### config.mk
export PLATFORM = sky130hd
export DESIGN_NAME = sha2_vcompress
export DESIGN_NICKNAME = d
export VERILOG_FILES = /design/src/rtl/sha2vc_pkg.sv /design/src/rtl/sha2_round.sv /design/src/rtl/sha2_two_round.sv /design/src/rtl/sha2_seq.sv /design/src/rtl/sha2_vcompress.sv
export SDC_FILE = /design/constraint.sdc
export NUM_CORES = 2
export LEC_CHECK = 0
export BUFFER_PORTS_ARGS = -buffer_cell sky130_fd_sc_hd__buf_2
export CAP_MARGIN = 20
export CELL_PAD_IN_SITES_DETAIL_PLACEMENT = 1
export CELL_PAD_IN_SITES_GLOBAL_PLACEMENT = 2
export CORE_AREA = 2 2 436 438
export DETAILED_ROUTE_END_ITERATION = 8
export DIE_AREA = 0 0 438 440
export GPL_TIMING_DRIVEN = 1
export HOLD_SLACK_MARGIN = 0.08
export PLACE_DENSITY_LB_ADDON = 0.25
export SLEW_MARGIN = 20
export SYNTH_ARGS = -nofsm -noshare
export SYNTH_HDL_FRONTEND = slang
export SYNTH_SLANG_ARGS = --single-unit
### constraint.sdc
create_clock -name clk -period 15.3 [get_ports clk]
set_input_delay 1.53 -clock clk [delete_from_list [all_inputs] [get_ports clk]]
set_output_delay 1.53 -clock clk [all_outputs]
set_load 0.01 [all_outputs]
### src/rtl/sha2vc_pkg.sv
package sha2vc_pkg;
  localparam int LW    = 64;   // lane width (widest element)
  localparam int NLANE = 4;    // elements per group
  localparam int NRND  = 2;    // rounds per group

  typedef struct packed {
    logic [LW-1:0] a, b, c, d, e, f, g, h;
  } wstate_t;

  // rotate right at either element width; narrow result is zero-extended
  function automatic logic [LW-1:0] rotr(input logic [LW-1:0] x, input int unsigned n,
                                         input logic wide);
    logic [2*LW-1:0] dbl;
    if (wide) begin
      dbl = {x, x} >> n;
    end else begin
      dbl = {{LW{1'b0}}, x[LW/2-1:0], x[LW/2-1:0]} >> n;
      dbl[2*LW-1:LW/2] = '0;
    end
    return dbl[LW-1:0];
  endfunction

  function automatic logic [LW-1:0] bsig0(input logic [LW-1:0] x, input logic wide);
    if (wide) return rotr(x, 28, 1'b1) ^ rotr(x, 34, 1'b1) ^ rotr(x, 39, 1'b1);
    return rotr(x, 2, 1'b0) ^ rotr(x, 13, 1'b0) ^ rotr(x, 22, 1'b0);
  endfunction

  function automatic logic [LW-1:0] bsig1(input logic [LW-1:0] x, input logic wide);
    if (wide) return rotr(x, 14, 1'b1) ^ rotr(x, 18, 1'b1) ^ rotr(x, 41, 1'b1);
    return rotr(x, 6, 1'b0) ^ rotr(x, 11, 1'b0) ^ rotr(x, 25, 1'b0);
  endfunction
endpackage

### src/rtl/sha2_round.sv
module sha2_round
  import sha2vc_pkg::*;
(
  input  logic          wide,
  input  wstate_t       s_in,
  input  logic [LW-1:0] w,
  output wstate_t       s_out
);
  logic [LW-1:0] mask, choose, major, t1, t2;

  always_comb begin
    mask   = wide ? {LW{1'b1}} : {{(LW/2){1'b0}}, {(LW/2){1'b1}}};
    choose = (s_in.e & s_in.f) ^ (~s_in.e & s_in.g);
    major  = (s_in.a & s_in.b) ^ (s_in.a & s_in.c) ^ (s_in.b & s_in.c);
    t1     = (s_in.h + bsig1(s_in.e, wide) + choose + w) & mask;
    t2     = (bsig0(s_in.a, wide) + major) & mask;
    s_out.a = (t1 + t2) & mask;
    s_out.b = s_in.a;
    s_out.c = s_in.b;
    s_out.d = s_in.c;
    s_out.e = (s_in.d + t1) & mask;
    s_out.f = s_in.e;
    s_out.g = s_in.f;
    s_out.h = s_in.g;
  end
endmodule

### src/rtl/sha2_two_round.sv
module sha2_two_round
  import sha2vc_pkg::*;
(
  input  logic                wide,
  input  logic                hi_sel,
  input  logic [NLANE*LW-1:0] half_abef,
  input  logic [NLANE*LW-1:0] half_cdgh,
  input  logic [NLANE*LW-1:0] sched,
  output logic [NLANE*LW-1:0] result
);
  logic [LW-1:0] mask;
  logic [LW-1:0] x [NLANE];
  logic [LW-1:0] y [NLANE];
  logic [LW-1:0] s [NLANE];
  wstate_t       chain [NRND+1];

  assign mask = wide ? {LW{1'b1}} : {{(LW/2){1'b0}}, {(LW/2){1'b1}}};

  for (genvar k = 0; k < NLANE; k++) begin : g_lane
    assign x[k] = half_abef[k*LW +: LW] & mask;
    assign y[k] = half_cdgh[k*LW +: LW] & mask;
    assign s[k] = sched[k*LW +: LW] & mask;
  end

  always_comb begin
    chain[0].a = x[3];
    chain[0].b = x[2];
    chain[0].e = x[1];
    chain[0].f = x[0];
    chain[0].c = y[3];
    chain[0].d = y[2];
    chain[0].g = y[1];
    chain[0].h = y[0];
  end

  for (genvar r = 0; r < NRND; r++) begin : g_rnd
    logic [LW-1:0] w_sel;
    assign w_sel = hi_sel ? s[NRND + r] : s[r];
    sha2_round u_round (
      .wide  (wide),
      .s_in  (chain[r]),
      .w     (w_sel),
      .s_out (chain[r+1])
    );
  end

  assign result = {chain[NRND].a, chain[NRND].b, chain[NRND].e, chain[NRND].f};
endmodule

### src/rtl/sha2_seq.sv
module sha2_seq #(
  parameter int IW = 6
) (
  input  logic          clk,
  input  logic          rst_n,
  input  logic          start,
  input  logic          wide_in,
  input  logic          hi_in,
  input  logic          agn_in,
  input  logic [IW-1:0] vl,
  input  logic [IW-1:0] vstart,
  input  logic [IW-1:0] cap,
  output logic          wide_q,
  output logic          hi_q,
  output logic          busy,
  output logic          done,
  output logic          illegal,
  output logic          clr_vstart,
  output logic          grp_en,
  output logic [IW-3:0] grp_idx,
  output logic          tail_en,
  output logic [IW-1:0] tail_idx
);
  typedef enum logic [1:0] {S_IDLE, S_RUN, S_FILL, S_FIN} st_t;

  st_t           st_q, st_d;
  logic [IW-1:0] cnt_q, cnt_d, vl_q, vl_d, cap_q, cap_d;
  logic          agn_q, agn_d, err_q, err_d, wide_d, hi_d;
  logic [IW-1:0] ngrp, cnt_inc;

  assign ngrp    = {2'b00, vl_q[IW-1:2]};
  assign cnt_inc = cnt_q + 1'b1;

  always_comb begin
    st_d   = st_q;
    cnt_d  = cnt_q;
    vl_d   = vl_q;
    cap_d  = cap_q;
    agn_d  = agn_q;
    err_d  = err_q;
    wide_d = wide_q;
    hi_d   = hi_q;
    case (st_q)
      S_IDLE: begin
        if (start) begin
          vl_d   = vl;
          cap_d  = cap;
          agn_d  = agn_in;
          wide_d = wide_in;
          hi_d   = hi_in;
          if (vl[1:0] != 2'b00) begin
            err_d = 1'b1;
            st_d  = S_FIN;
          end else if (vstart[IW-1:2] < vl[IW-1:2]) begin
            cnt_d = {2'b00, vstart[IW-1:2]};
            st_d  = S_RUN;
          end else if (agn_in && (vl < cap)) begin
            cnt_d = vl;
            st_d  = S_FILL;
          end else begin
            st_d = S_FIN;
          end
        end
      end
      S_RUN: begin
        if (cnt_inc != ngrp) begin
          cnt_d = cnt_inc;
        end else if (agn_q && (vl_q < cap_q)) begin
          cnt_d = vl_q;
          st_d  = S_FILL;
        end else begin
          st_d = S_FIN;
        end
      end
      S_FILL: begin
        if (cnt_inc != cap_q) cnt_d = cnt_inc;
        else                  st_d  = S_FIN;
      end
      default: begin
        err_d = 1'b0;
        st_d  = S_IDLE;
      end
    endcase
  end

  always_ff @(posedge clk or negedge rst_n) begin
    if (!rst_n) begin
      st_q   <= S_IDLE;
      cnt_q  <= '0;
      vl_q   <= '0;
      cap_q  <= '0;
      agn_q  <= 1'b0;
      err_q  <= 1'b0;
      wide_q <= 1'b0;
      hi_q   <= 1'b0;
    end else begin
      st_q   <= st_d;
      cnt_q  <= cnt_d;
      vl_q   <= vl_d;
      cap_q  <= cap_d;
      agn_q  <= agn_d;
      err_q  <= err_d;
      wide_q <= wide_d;
      hi_q   <= hi_d;
    end
  end

  assign grp_en     = (st_q == S_RUN);
  assign tail_en    = (st_q == S_FILL);
  assign busy       = grp_en | tail_en;
  assign done       = (st_q == S_FIN);
  assign illegal    = done & err_q;
  assign clr_vstart = done & ~err_q;
  assign grp_idx    = cnt_q[IW-3:0];
  assign tail_idx   = cnt_q;

  p_done_pulse_r8: assert property (@(posedge clk) disable iff (!rst_n)
    done |=> !done);
  p_grp_step_r6: assert property (@(posedge clk) disable iff (!rst_n)
    (grp_en && $past(grp_en)) |-> (grp_idx == $past(grp_idx) + 1'b1));
  p_tail_step_r7: assert property (@(posedge clk) disable iff (!rst_n)
    (tail_en && $past(tail_en)) |-> (tail_idx == $past(tail_idx) + 1'b1));
  p_tail_range_r7: assert property (@(posedge clk) disable iff (!rst_n)
    tail_en |-> (agn_q && tail_idx >= vl_q && tail_idx < cap_q));
  p_grp_range_r6: assert property (@(posedge clk) disable iff (!rst_n)
    grp_en |-> ({2'b00, grp_idx} < ngrp));
  p_bad_vl_r5: assert property (@(posedge clk) disable iff (!rst_n)
    (start && st_q == S_IDLE && vl[1:0] != 2'b00) |=> (illegal && !grp_en && !tail_en));
endmodule

### src/rtl/sha2_vcompress.sv
module sha2_vcompress
  import sha2vc_pkg::*;
#(
  parameter int IW = 6
) (
  input  logic                clk,
  input  logic                rst_n,
  input  logic                start,
  input  logic                sew64,
  input  logic                hi_words,
  input  logic                tail_agn,
  input  logic [IW-1:0]       vl,
  input  logic [IW-1:0]       vstart,
  input  logic [IW-1:0]       cap,
  input  logic [NLANE*LW-1:0] src2_grp,
  input  logic [NLANE*LW-1:0] dst_grp,
  input  logic [NLANE*LW-1:0] sched_grp,
  output logic                busy,
  output logic                done,
  output logic                illegal,
  output logic                vstart_clr,
  output logic [IW-3:0]       grp_idx,
  output logic                wr_en,
  output logic [NLANE*LW-1:0] wr_data,
  output logic                tail_en,
  output logic [IW-1:0]       tail_idx,
  output logic [LW-1:0]       tail_data
);
  logic wide_q, hi_q;

  sha2_seq #(.IW(IW)) u_seq (
    .clk        (clk),
    .rst_n      (rst_n),
    .start      (start),
    .wide_in    (sew64),
    .hi_in      (hi_words),
    .agn_in     (tail_agn),
    .vl         (vl),
    .vstart     (vstart),
    .cap        (cap),
    .wide_q     (wide_q),
    .hi_q       (hi_q),
    .busy       (busy),
    .done       (done),
    .illegal    (illegal),
    .clr_vstart (vstart_clr),
    .grp_en     (wr_en),
    .grp_idx    (grp_idx),
    .tail_en    (tail_en),
    .tail_idx   (tail_idx)
  );

  sha2_two_round u_dp (
    .wide      (wide_q),
    .hi_sel    (hi_q),
    .half_abef (src2_grp),
    .half_cdgh (dst_grp),
    .sched     (sched_grp),
    .result    (wr_data)
  );

  assign tail_data = wide_q ? {LW{1'b1}} : {{(LW/2){1'b0}}, {(LW/2){1'b1}}};

  p_narrow_r10: assert property (@(posedge clk) disable iff (!rst_n)
    (wr_en && !wide_q) |-> (wr_data[LW-1:LW/2] == '0 && wr_data[2*LW-1:LW+LW/2] == '0 &&
                            wr_data[3*LW-1:2*LW+LW/2] == '0 && wr_data[4*LW-1:3*LW+LW/2] == '0));
  p_one_write_r7: assert property (@(posedge clk) disable iff (!rst_n)
    !(wr_en && tail_en));
  p_clr_with_done_r8: assert property (@(posedge clk) disable iff (!rst_n)
    vstart_clr |-> (done && !illegal));
endmodule

# == Word level (Yosys, flattened, before mapping) ==
# Cells that the tools add are included.
# op_classes
addsub,13
order_cmp,3
n_eq_ne,13
n_mux,55
bitwise,58
reduce_logical,10
# ops
cell,count
two-way mux 64 bit,35
bitwise AND 64 bit,29
bitwise XOR 64 bit,22
adder 64 bit,12
NOT 64 bit,2
two-way mux 6 bit,7
one-hot mux 6 bit (3 select lines),1
< comparator 6 bit,2
two-way mux 2 bit,5
!= test 2 bit (second input constant),5
adder 6 x 1 -> 6 bit (second input constant),1
!= test 6 x 4 -> 1 bit,1
!= test 6 bit,1
one-hot mux 2 bit (3 select lines),1
AND reduction 3 bit,2
AND reduction 6 bit,1
two-way mux 1 bit,5
== test 2 bit (second input constant),2
< comparator 4 bit,1
!= test 3 x 1 -> 1 bit (second input constant),1
!= test 3 bit (second input constant),1
nonzero test 3 bit,1
bitwise AND 1 bit,2
== test 2 x 1 -> 1 bit (second input constant),1
9 further kinds,11
# totals
register_bits,24
elab_cells,160

# == Longest topological paths before layout ==
# logic_depth
depth_word,24
depth_mapped,75
mapped_depth_nobuf,69

# == Modules after synthesis ==
# Synthesis repeated with hierarchy kept, for this count alone.
# unflattened
hier_cells,8359
hier_area_um2,61087.3
# by_module_without_submodules
module,instances,cells_per_inst,area_each_um2
sha2_round (u_dp.g_rnd[0].u_round),1,3817,27565.2
sha2_round (u_dp.g_rnd[1].u_round),1,3748,26958.4
sha2_two_round,1,497,4007.6
sha2_seq,1,232,2072.0
sha2_vcompress,1,65,484.2

# == Worst setup path after synthesis ==
# OpenSTA, ideal clock, no wires.
# synth_timing
kind,reg-to-output
from,reg u_seq.wide_q
to,out wr_data[252]
arrival_ns,14.733
required_time_ns,13.770
path_slack_ns,-0.963
stages_incl_launch_ff,65
path_buffers,9
path_cell_list,dfrtp_1 clkbuf_1 clkbuf_1 buf_1 clkbuf_1 clkbuf_1 clkbuf_1 buf_1 a21oi_1 fa_1 inv_1 ha_1 a21o_1 a21oi_1 o21bai_1 a31o_2 a21o_1 a21oi_1 (+29 left out) a21oi_1 xnor2_1 ha_1 clkbuf_1 o21a_1 o21ai_0 o21bai_1 a221oi_1 o31ai_1 a41oi_1 o31ai_2 a31oi_1 o31ai_1 nand3b_1 o31a_1 o31a_1 o21bai_1 mux2i_1
# synth_via
elab_chain_len,24
elab_cells_between_ends,89
# synth_lines
element,line,rtl
from (decl),sha2_seq.sv:13,"output logic wide_q,"
from (signal assigned),sha2_seq.sv:103,wide_q <= wide_d;
two-way mux 64 bit,"sha2_round.sv:12, sha2_two_round.sv:17",
bitwise AND 64 bit,sha2_two_round.sv:20,assign x[k] = half_abef[k*LW +: LW] & mask;
two-way mux 64 bit,sha2vc_pkg.sv:29,"if (wide) return rotr(x, 14, 1'b1) ^ rotr(x, 18, 1'b1) ^ rotr(x, 41, 1'b1);"
bitwise XOR 64 bit (2 in series),sha2vc_pkg.sv:29,
two-way mux 64 bit,sha2vc_pkg.sv:29,
two-way mux 64 bit,sha2vc_pkg.sv:30,"return rotr(x, 6, 1'b0) ^ rotr(x, 11, 1'b0) ^ rotr(x, 25, 1'b0);"
adder 64 bit (3 in series),sha2_round.sv:15,"t1 = (s_in.h + bsig1(s_in.e, wide) + choose + w) & mask;"
bitwise AND 64 bit,sha2_round.sv:15,
(+2 left out),--,
named net wr_data[47],sha2_vcompress.sv:24,"output logic [NLANE*LW-1:0] wr_data,"
(+1 left out),--,
bitwise XOR 64 bit (2 in series),sha2vc_pkg.sv:29,
two-way mux 64 bit,sha2vc_pkg.sv:29,
two-way mux 64 bit,sha2vc_pkg.sv:30,
adder 64 bit,sha2_round.sv:15,
adder 64 bit (*) (2 in series),sha2_round.sv:15,
bitwise AND 64 bit (*),sha2_round.sv:15,
adder 64 bit (*),sha2_round.sv:17,s_out.a = (t1 + t2) & mask;
bitwise AND 64 bit (*),sha2_round.sv:17,
to (decl),sha2_vcompress.sv:24,
# The timed path passes the listed nets; every way through them passes the cells marked *. The select of a mux whose other input is x is not followed.

# == Worst setup path in the final report ==
# layout_timing
from,in src2_grp[77]
to,out wr_data[121]
# layout_via
elab_chain_len,23
elab_cells_between_ends,45
# layout_lines
element,line,rtl
from (decl),sha2_vcompress.sv:15,"input logic [NLANE*LW-1:0] src2_grp,"
bitwise AND 64 bit (*),sha2_two_round.sv:20,
two-way mux 64 bit,sha2vc_pkg.sv:29,
bitwise XOR 64 bit (2 in series),sha2vc_pkg.sv:29,
two-way mux 64 bit,sha2vc_pkg.sv:29,
two-way mux 64 bit,sha2vc_pkg.sv:30,
adder 64 bit (3 in series),sha2_round.sv:15,
bitwise AND 64 bit,sha2_round.sv:15,
adder 64 bit,sha2_round.sv:21,s_out.e = (s_in.d + t1) & mask;
(+2 left out),--,
bitwise XOR 64 bit (2 in series),sha2vc_pkg.sv:29,
two-way mux 64 bit,sha2vc_pkg.sv:29,
two-way mux 64 bit,sha2vc_pkg.sv:30,
adder 64 bit,sha2_round.sv:15,
adder 64 bit (*) (2 in series),sha2_round.sv:15,
bitwise AND 64 bit (*),sha2_round.sv:15,
adder 64 bit (*),sha2_round.sv:21,
bitwise AND 64 bit (*),sha2_round.sv:21,
# Mark *: on every way between the ends. The rest lies on a longest branch, timed or not. The select of a mux whose other input is x is not followed.

==> impl_metrics.tcl <==
set metrics [dict create \
    rows 160 \
    synth_top_flop_cell "dfrtp_1" \
    final_common_cell "buf_4" \
    hpwl_um 353000 \
    ys_seq_elements 24 \
    path_clk_slew_ns 0.06 \
    synth_xor_area_frac 0.206 \
    grt_pass1_vias 71385 \
    worstPathArrival_ns 14.85 \
    layout_setup_ws_ns -1.08 \
    drt-met1-wl_um 158000 \
    synth_top_cell_by_area "xnor2_1" \
    cts-htree-levels 1 \
    netlist_area_sq_um 51100 \
    gp_congestion 1.06 \
    final_cell_mix "buf_4, buf_2, xnor2_1, nor2_1, nand2_1" \
    cpPeakStageDelay_ns 0.57 \
    start_kind "input port" \
    hold_buffers 0 \
    nets 12175 \
    highest_layer "met5" \
    clock_skew_ns 0.00843 \
    clk_latency_ns 0.27 \
    synthSimpleGateAreaFrac 0.181 \
    cts_buffers 3 \
    vias 67913 \
    cts-root-buf "clkbuf_16" \
    route.met2.wl_um 182000 \
    synth_compound_area_frac 0.234 \
    dieWidth_um 438 \
    period_needed_ns 16.38 \
    muxShareOfSynthArea 0.0578 \
    ant_nets 0 \
    via_per_inst 5.16 \
    status "finished with violations" \
    grt_use_total 0.386 \
    worst_pin_slew_ns 1.08 \
    max_slew_margin 0.274 \
    cts_sinks 24 \
    violations "setup timing" \
    synthAdderAreaFrac 0.243 \
    rsz0062_at_grt "yes" \
    cts.path.max_buffers 2 \
    ios 1128 \
    yosys-top-cells-area "xnor2_1, ha_1, fa_1" \
    max_freq_mhz 61.0 \
    hold_path.class "register to register" \
    wire_per_inst_um 29.7 \
    postSynthCellCount 7000 \
    setup_viol 47 \
    numPortBuffers 1093 \
    overflow 0 \
    synth-edff-count 0 \
    synth.distinct_cells 117 \
    antenna_found_initial 85 \
    drtPass1Iterations 5 \
    hold_viol_final 0 \
    wl_met3_um 15400 \
    synth_warnings 0 \
    hold_ws_ns 0.527 \
    crit_required_ns 13.77 \
    nFillCells 23472 \
    maxCapViolCount 0 \
    yosysSeqAreaShare 0.0118 \
    cp-end-kind "primary output" \
    syn2layout_area_growth_pct 65.9 \
    detail_route.iter0.violations 4014 \
    cp_slowest_cell "fa_1" \
    cts_tree "built" \
    drive_gt1_frac 0.448 \
    start_util 0.271 \
    grt_start_max_net_pins 156 \
    die_h_um 440 \
    period_share 1.07 \
    drv_slew 0 \
    path_max_fanout 6 \
    remaining_drc_errors 0 \
    core_sq_um 189000 \
    synthArstFlopShare 1.00 \
    yosysTopAreaCellShare 0.136 \
    totalWireLength_um 390000 \
    crit_type "input port to primary output" \
    die_area_sq_um 193000 \
    grt_pass1_wl_um 529000 \
    synth_top_family_by_area "adder cells" \
    syn_area_per_cell_sq_um 7.29 \
]
-- synth_stat cells, types with 17 or more instances --
master      n
or3_1      30
nand3_1   110
o21ai_1    24
o211ai_1   41
xor2_1    388
buf_4      69
ha_1      526
xnor2_1   793
o21ai_0   395
inv_1     405
clkbuf_1  291
mux2_2    114
maj3_1     65
nor3b_1    17
o31ai_1    35
nand4_1    58
buf_1      31
a211oi_1   55
fa_1      258
and4_1     18
dfrtp_1    24
a21o_1    267
a211o_1    22
and3_1     47
a21oi_1   584
mux2i_1   162
nor3_1    102
o21bai_1   93
o21a_1     71
nor2_1    645
nor4_1     31
a221oi_1   18
a31oi_1    63
and2_1    182
nand2_1   555
nand2b_1   60
nor2b_1    55
-- worst max-delay path: cells and delay by family --
kind / cells / cell delay [ns]
buffers and inverters: 10 / 1.42
adders and majority gates: 7 / 2.70
muxes: 1 / 0.18
xor gates and xnor gates: 4 / 0.67
AOI/OAI and AO/OA: 27 / 5.90
and+or+nand+nor: 17 / 2.38
-- sequential cells by signal, indices dropped and copies added (netlist names) --
name            count
u_seq.st_q          2
u_seq.vl_q          6
u_seq.err_q         1
u_seq.cap_q         6
u_seq.tail_idx      6
u_seq.agn_q         1
u_seq.hi_q          1
u_seq.wide_q        1
-- final cells by class --
type	count	area, sq um	area share
Antenna cell	54	135	0.00160
Clock buffer	4	88.8	0.00105
Inverter	405	1530	0.0180
Multi-Input combinational cell	6194	51200	0.604
Sequential cell	24	608	0.00718
Tap cell	2511	3140	0.0371
Timing Repair Buffer	3971	28000	0.331
-- kinds of logic (layout without fill, tap and decap cells) --
kind of cell	after synthesis	in the layout
buf+inv	813	4380
other cells	1	86
flops	24	24
xor+xnor	1191	1191
fa+ha+maj	850	850
mux	279	279
compound gates	1870	1870
simple gates	1972	1972
-- worst paths after layout --
kind | slack [ns] | cells after the start | endpoint | from
worst min-delay path | 0.53 | 1 | u_seq.agn_q | u_seq.agn_q
worst min register to register | 0.53 | 1 | u_seq.agn_q | u_seq.agn_q
min in group asynchronous | 1.27 | 1 | u_seq.err_q | rst_n
max in group asynchronous | 13.55 | 1 | u_seq.wide_q | rst_n
worst max-delay path | -1.08 | 66 | wr_data[121] | src2_grp[77]
worst max register to register | 11.83 | 9 | u_seq.tail_idx[4] | u_seq.tail_idx[0]
-- stage by stage --
stage	cells	area [sq um]	setup TNS [ns]	worst slack, ns	util
final	13163	84700	-26.37	-1.08	0.449
after detailed placement	12996	79500	-159.95	-3.04	0.422
after CTS	13071	82500	-29.63	-1.17	0.437
after global routing	13146	84700	-49.21	-1.53	0.449
after global placement	12996	79500	-143.22	-2.88	0.422
after floorplan	7031	51200	0	0.00237	-
-- per-layer routing --
| metal | vias up | GRT usage |
|---|---|---|
| met3 | 747 | 0.0327 |
| li1 | 31415 | - |
| met4 | 6 | 0.286 |
| met1 | 33567 | 0.457 |
| met2 | 2178 | 0.654 |
| met5 | - | 0 |
-- repair_timing --
action	4_1_cts	5_1_grt
pin swaps	198	235
gates resized for setup	493	374
setup endpoints to repair	95	80
endpoints found under the hold margin	0	0
buffers inserted	77	60
Power is not shown: default switching activity piles up to over one toggle a cycle in this logic, so the estimate is an artifact.
